--- src/rtl/tpg_interval_ctr.sv ---
module tpg_interval_ctr #(
  parameter int SEL_W       = 2,
  parameter int STRIPE_LOG2 = 3,
  parameter int RAMP_LOG2   = 1
) (
  input  logic             clk,
  input  logic             rst_n,
  input  logic             restart,
  input  logic             advance,
  input  logic             pat_sel,
  input  logic [SEL_W-1:0] interval_sel,
  output logic             step
);
  localparam int CNT_W = STRIPE_LOG2 + (1 << SEL_W) - 1;

  logic [CNT_W:0]   span;
  logic [CNT_W-1:0] lim, cnt_q, cnt_eff, cnt_d;

  always_comb begin
    span    = (CNT_W+1)'(1) << ((pat_sel ? STRIPE_LOG2 : RAMP_LOG2) + int'(interval_sel));
    lim     = CNT_W'(span - 1'b1);
    cnt_eff = restart ? '0 : cnt_q;
    step    = advance && (cnt_eff == lim);
    if (!advance)  cnt_d = cnt_eff;
    else if (step) cnt_d = '0;
    else           cnt_d = cnt_eff + 1'b1;
  end

  always_ff @(posedge clk or negedge rst_n) begin
    if (!rst_n) cnt_q <= '0;
    else        cnt_q <= cnt_d;
  end
endmodule

--- config.mk ---
export PLATFORM = sky130hd
export DESIGN_NAME = tpg_interval_ctr
export DESIGN_NICKNAME = d
export VERILOG_FILES = /design/src/rtl/tpg_interval_ctr.sv
export SDC_FILE = /design/constraint.sdc
export NUM_CORES = 1
export LEC_CHECK = 0
export BUFFER_PORTS_ARGS = -buffer_cell sky130_fd_sc_hd__buf_4
export CAP_MARGIN = 0
export CORE_MARGIN = 10
export CORE_UTILIZATION = 35
export DETAILED_ROUTE_END_ITERATION = 8
export GPL_TIMING_DRIVEN = 0
export HOLD_SLACK_MARGIN = 0.08
export PLACE_DENSITY = 0.55
export SLEW_MARGIN = 20
export SYNTH_ARGS = -nofsm -noshare
export SYNTH_HDL_FRONTEND = slang
export SYNTH_SLANG_ARGS = --single-unit
--- constraint.sdc ---
create_clock -name clk -period 2.3 [get_ports clk]
set_input_delay 0.23 -clock clk [delete_from_list [all_inputs] [get_ports clk]]
set_output_delay 0.23 -clock clk [all_outputs]
set_load 0.02 [all_outputs]
Word-level counts from Yosys, hierarchy flattened
Cells that the tools add are included.
- input port bits: 7
- register bits: 6
- shifts and indexed selects: 1
- reduce and logical (&&, ||, !) cells: 1
- equality and inequality tests: 1
- add/subtract/negate cells: 3
- muxes and demuxes: 4
- operators with widths (kind ; number):
    6-bit 2-to-1 mux ; 3
    6-bit by 1-bit adder with 6-bit output, second input constant ; 1
    6-bit equality test ; 1
    1-bit by 3-bit left shift with 6-bit output, first input constant ; 1
    6-bit by 1-bit subtractor with 6-bit output, second input constant ; 1
    2-bit by 2-bit adder with 3-bit output ; 1
    2-bit 2-to-1 mux ; 1
    1-bit logical AND ; 1

Longest topological paths before layout
Gate-level depths: netlist of run 1.
- depth after elaboration: 8
- gate-level depth with buffers: 9

Worst setup path before layout of run 1
OpenSTA, ideal clock, no wires.
- kind: in2out
- start: input pat_sel
- end: output step
- cell stages on the path: 8
- data arrival time: 1937 ps
- setup slack: 133 ps
- required time: 2070 ps
- buffers on the path: 1
- cells stage by stage: ha_1 -> or3_1 -> ha_1 -> xor2_1 -> o2111ai_1 -> a21oi_1 -> and4_4 -> buf_6
- longest elaborated chain between the ends: 6
- ends and longest elaborated chain (item ; line ; source):
    start, declared ; 10 ; input logic pat_sel,
    2-bit 2-to-1 mux ; 20 ; span = (CNT_W+1)'(1) << ((pat_sel ? STRIPE_LOG2 : RAMP_LOG2) + int'(interval_sel));
    2-bit by 2-bit adder with 3-bit output ; 20 ;
    1-bit by 3-bit left shift with 6-bit output ; 20 ;
    6-bit by 1-bit subtractor with 6-bit output ; 21 ; lim = CNT_W'(span - 1'b1);
    6-bit equality test ; 23 ; step = advance && (cnt_eff == lim);
    1-bit logical AND ; 23 ;
    end, declared ; 12 ; output logic step
Every way passes these cells.

Final worst setup path of run 1
Same ends and word-level chain as after synthesis.

==> flow_summary.ini, run 1 <==
[power_and_ir_drop]
p_leak_nw = 0.287
pwr_density_cell_nw_per_um2 = 442
max-vdd-ir-drop_uv = 270
power_uw = 287

[logic_synthesis]
avgSynthCellArea_um2 = 9.77
synthesis.area_um2 = 508
ys_ff_latch = 6
synth_area_leaders = dfrtp_1, xnor2_1, ha_1
yosysSeqAreaShare_pct = 29.6
yosys_warnings = 0
synth.distinct_cells = 26
yosysTopAreaCellShare_pct = 29.6
synth_top_area_cell = dfrtp_1
syn_nets = 62
synthCells = 52

[clock_tree]
cts_made_buffers = 3
clk-insertion-delay-late_ns = 0.24
cts-htree-levels = 1
cts.clk_slew.worst_paths_ns = 0.05
cts_buffer_depth = 2
cts_sinks = 6
cts-root-buf = clkbuf_4
tritoncts = done

[drt]
drt-initial-drc-count = 9
drc = 0
vias = 389
vias_per_cell = 4.92
wl_um = 947
dr.pass1.iters = 4
wl_per_cell_um = 12.0
ant_nets = 0

[global_route]
grt_pass1_vias = 401
grt-ovfl-total = 0
grt_use_total_pct = 6.39
antenna_found_initial = 0
grt_pass1_wl_um = 1720
grt_max_degree = 9

[status]
outcome = finished, final reports clean

[setup_path]
arrival_ns = 1.99
slowest_delay_ns = 0.40
critPathKind = in -> out
reg2reg_depth = 7
cpLargestDelayFamily = simple AND/OR/NAND/NOR gates
r2r_start = cnt_q[3]
crit_path_start = pat_sel
cp-end-kind = output port
cp.buffers_inverters = 2
r2r_end = cnt_q[4]
crit_required_ns = 2.07
path_common_cell = ha_4
crit_path_top_delay_cell = or3_4
start_kind = primary input
regToRegSetupSlack_ns = 0.83
cp_cell_sequence = buf_4 -> ha_4 -> or3_4 -> ha_4 -> xor2_1 -> o2111ai_1 -> a21oi_1 -> and4_4 -> buf_6
cp_max_fo = 6

[finish]
top_register = cnt_q
drive_above_1_share_pct = 34.4
largest_reg_flops = 6
diodes = 0
n_fill_cell = 136
area_growth_pct = 27.8
top_regs = cnt_q (6)
fin_nets = 76

[min_path]
min_to = cnt_q[5]
hp-class = in -> reg
worstHoldStart = restart
hold_depth = 2

[floorplanning]
initial_core_util_pct = 38.1
dieArea_um2 = 3380
core-area_um2 = 1330
num_io_pins = 8
row_count = 13
fp.dieH_um = 58.1
chipWidth_um = 58.1

[sta]
min_period_ns = 2.22
setup_viol = 0
slew_viol_final = 0
clock.fmax_ghz = 0.451
hold_viol = 0
fin_worst_skew_ns = 0.00389
rsz0062_at_grt = no
fin_crit_sh_pct = 96.5
finalSetupTns_ns = 0

[place]
io_buffers = 7
dp_hpwl_um = 753
gp_congestion = 0.738

[flow_run]
max_cap_violations = 0
report_power, final:
group / internal, mW / switching, mW
clock: 0.0590 / 0.0369
sequential: 0.112 / 0.00239
combinational: 0.0416 / 0.0354
worst max path at each step:
stage | cells after the start | endpoint
floorplan | 8 | step
global route | 9 | step
CTS | 9 | step
global placement | 10 | step
finish | 9 | step
detailed placement | 10 | step
cells in the final DEF (no fill, tap or decap), drive strengths merged:
cell type	synthesis	layout
buf	1	9
xnor2	6	6
dfrtp	6	6
nand2	5	5
xor2	5	5
and2b	4	4
nor2	3	3
clkbuf	0	3
nand2b	3	3
ha	3	3
a21oi	2	2
nor3	2	2
and4	2	2
or3	1	1
nor2b	1	1
nand3b	1	1
o221ai	1	1
o2111ai	1	1
nand4	1	1
inv	1	1
o2bb2ai	1	1
nand3	1	1
conb	1	1
dlygate4sd3	0	1
logic make-up after synthesis:
| kind of cell | Yosys count | share of synthesized area, % |
|---|---|---|
| fa+ha+maj | 3 | 7.39 |
| buf+inv | 2 | 2.95 |
| other cells | 1 | 0.738 |
| compound gates | 5 | 8.37 |
| simple gates | 24 | 30.5 |
| flops | 6 | 29.6 |
| xor+xnor | 11 | 20.4 |
synth_stat cells (all sizes together):
cell and n:
dfrtp 6, xnor2 6, nand2 5, xor2 5, and2b 4, ha 3
nand2b 3, nor2 3, a21oi 2, and4 2, nor3 2, buf 1
conb 1, inv 1, nand3 1, nand3b 1, nand4 1, nor2b 1
o2111ai 1, o221ai 1, o2bb2ai 1, or3 1
cell type report:
cell class	count	area (um^2)	area share, %
flip-flops and latches	6	150	23.1
clock buffers	3	22.5	3.47
well taps	15	18.8	2.89
inverters	1	3.75	0.578
multi-input cells	44	373	57.4
repair buffers	10	81.3	12.5
timing repair:
action / CTS / global route
resized for setup: 2 / 2
pin swaps: 2 / 1
setup endpoints to repair: 1 / 1
hold endpoints to repair: 6 / 0
setup buffers: 1 / 1
hold buffers: 1 / 0
stage by stage:
stage | util [%] | hold WS, ns | setup slack, ns | std cells | area [um^2]
3_5_place_dp | 43.4 | 0.0416 | -0.217 | 74 | 579
2_1_floorplan | - | -0.0656 | 0.133 | 52 | 508
6_report | 48.7 | 0.200 | 0.0816 | 79 | 649
3_3_place_gp | 43.4 | 0.0405 | -0.224 | 74 | 579
5_1_grt | 48.7 | 0.196 | 0.00237 | 79 | 649
4_1_cts | 46.8 | 0.193 | 0.0557 | 78 | 624
routing by layer:
layer	up-vias	GRT usage [%]	part of all wire, %
li1	199	-	-
met1	184	7.50	46
met2	6	9.20	50
met3	0	3.49	3.2
met4	0	3.02	0
met5	-	0	0
(Power assumes the default switching activity.)
==> run 2, diff against run 1 <==
CELL_PAD_IN_SITES_DETAIL_PLACEMENT = 1   (was not set)
CELL_PAD_IN_SITES_GLOBAL_PLACEMENT = 1   (was not set)
PLACE_DENSITY = 0.68   (was 0.55)
SETUP_SLACK_MARGIN = 0.5   (was not set)
SLEW_MARGIN = 10   (was 20)
==> flow_summary.ini, run 2 (synthesis results as in run 1) <==
[status]
outcome = finished, final reports clean

[power_and_ir_drop]
max-vdd-ir-drop_uv = 252
pwr_density_cell_nw_per_um2 = 442
power_uw = 305
p_leak_nw = 0.302

[clock_tree]
cts_buffer_depth = 2
cts-root-buf = clkbuf_4
cts_made_buffers = 3
cts-htree-levels = 1
cts_sinks = 6
cts.clk_slew.worst_paths_ns = 0.05
tritoncts = done
clk-insertion-delay-late_ns = 0.25

[finish]
final_cell_mix = xnor2_1, dfrtp_1, buf_4, nand2_1, buf_6
top_regs = cnt_q (6)
diodes = 0
area_growth_pct = 36.0
top_register = cnt_q
largest_reg_flops = 6
utilization_pct = 51.8
n_fill_cell = 152
drive_above_1_share_pct = 40.9
fin_nets = 78

[floorplanning]
row_count = 13
dieArea_um2 = 3380
chipWidth_um = 58.1
num_io_pins = 8
fp.dieH_um = 58.1
initial_core_util_pct = 38.1
core-area_um2 = 1330

[setup_path]
reg2reg_depth = 8
crit_required_ns = 2.07
path_common_cell = buf_6
slowest_delay_ns = 0.37
cp_max_fo = 2
critPathKind = in -> out
arrival_ns = 1.99
cp.buffers_inverters = 3
cpLargestDelayFamily = simple AND/OR/NAND/NOR gates
cp_cell_sequence = buf_6 -> ha_4 -> or3_4 -> ha_4 -> xor2_1 -> o2111ai_1 -> a21oi_1 -> and4_4 -> buf_6 -> buf_6
start_kind = primary input
crit_path_top_delay_cell = or3_4
cp.depth = 10
cp-end-kind = output port

[flow_run]
max_cap_violations = 0

[sta]
rsz0062_at_grt = yes
hold_viol = 0
fin_worst_skew_ns = 0.00230
finalWorstSetupSlack_ns = 0.0792
fin_crit_sh_pct = 96.6
slew_viol_final = 0
setup_viol = 0
holdWs_ns = 0.195
clock.fmax_ghz = 0.450
min_period_ns = 2.22

[global_route]
grt_pass1_vias = 490
grt_use_total_pct = 9.15
grt_max_degree = 9
grt_pass1_wl_um = 2310
grt-ovfl-total = 0
antenna_found_initial = 0

[place]
gp_congestion = 0.751
dp_hpwl_um = 916
io_buffers = 7
dp_slack_ns = -0.0995

[drt]
drc = 0
dr.pass1.iters = 4
vias_per_cell = 5.19
vias = 420
wl_um = 1380
wl_per_cell_um = 17.0
ant_nets = 0
drt-initial-drc-count = 4

[min_path]
hp-class = in -> reg
hold_depth = 2
==> run 2: cell count changes in the layout (fill, tap and decap cells not counted), sizes merged <==
cell and change:
buf +2
==> run 2: cell type report <==
class	instances	area, um^2	area share, %
Multi-Input combinational cell	44	384	55.6
Sequential cell	6	150	21.7
Timing Repair Buffer	11	100	14.5
Clock buffer	3	22.5	3.26
Tap cell	15	18.8	2.72
Buffer	1	11.3	1.63
Inverter	1	3.75	0.543
==> run 2: worst register-to-register path, stage by stage (launching register included) <==
cell       delay, ns
dfrtp_1         0.40
and2b_4         0.19
o2111ai_1       0.19
a21oi_1         0.06
and4_4          0.15
buf_6           0.11
buf_4           0.12
buf_6           0.13
nor3_2          0.17
==> run 2: final timing paths <==
kind	endpoint	from	slack, ns
setup / recovery	step	interval_sel[1]	0.08
hold / removal	cnt_q[5]	restart	0.20
setup reg to reg	cnt_q[4]	cnt_q[3]	0.71
hold reg to reg	cnt_q[5]	cnt_q[5]	0.59
max in group asynchronous	cnt_q[0]	rst_n	1.85
min in group asynchronous	cnt_q[5]	rst_n	0.32
==> run 2: timing repair <==
item,4_1_cts,5_1_grt
pin swaps,4,1
setup endpoints to repair,6,6
gates resized for setup,6,4
endpoints found under the hold margin,6,0
setup buffers,2,1
hold buffers,1,0
cloned,0,0
==> run 2: through the flow <==
step / instance area (um^2) / setup TNS (ns) / std cells
3_3_place_gp: 592 / -0.0988 / 74
6_report: 691 / 0 / 81
5_1_grt: 691 / 0 / 81
2_1_floorplan: 520 / 0 / 52
4_1_cts: 668 / 0 / 80
3_5_place_dp: 592 / -0.0995 / 74
==> run 2: report_power, final <==
part	internal (mW)	leakage, nW	total (mW)	switching [mW]
clock network	0.0593	0.0138	0.102	0.0428
registers	0.112	0.0807	0.115	0.00338
logic	0.0461	0.207	0.0884	0.0423
==> run 2: routing by layer <==
layer  part of all wire, %  vias up  global-route usage, %
met3                   3.7        5                   3.70
met5                     0        -                      0
li1                      -      205                      -
met2                    55       10                   15.6
met4                   3.8        0                   7.05
met1                    37      200                   8.52
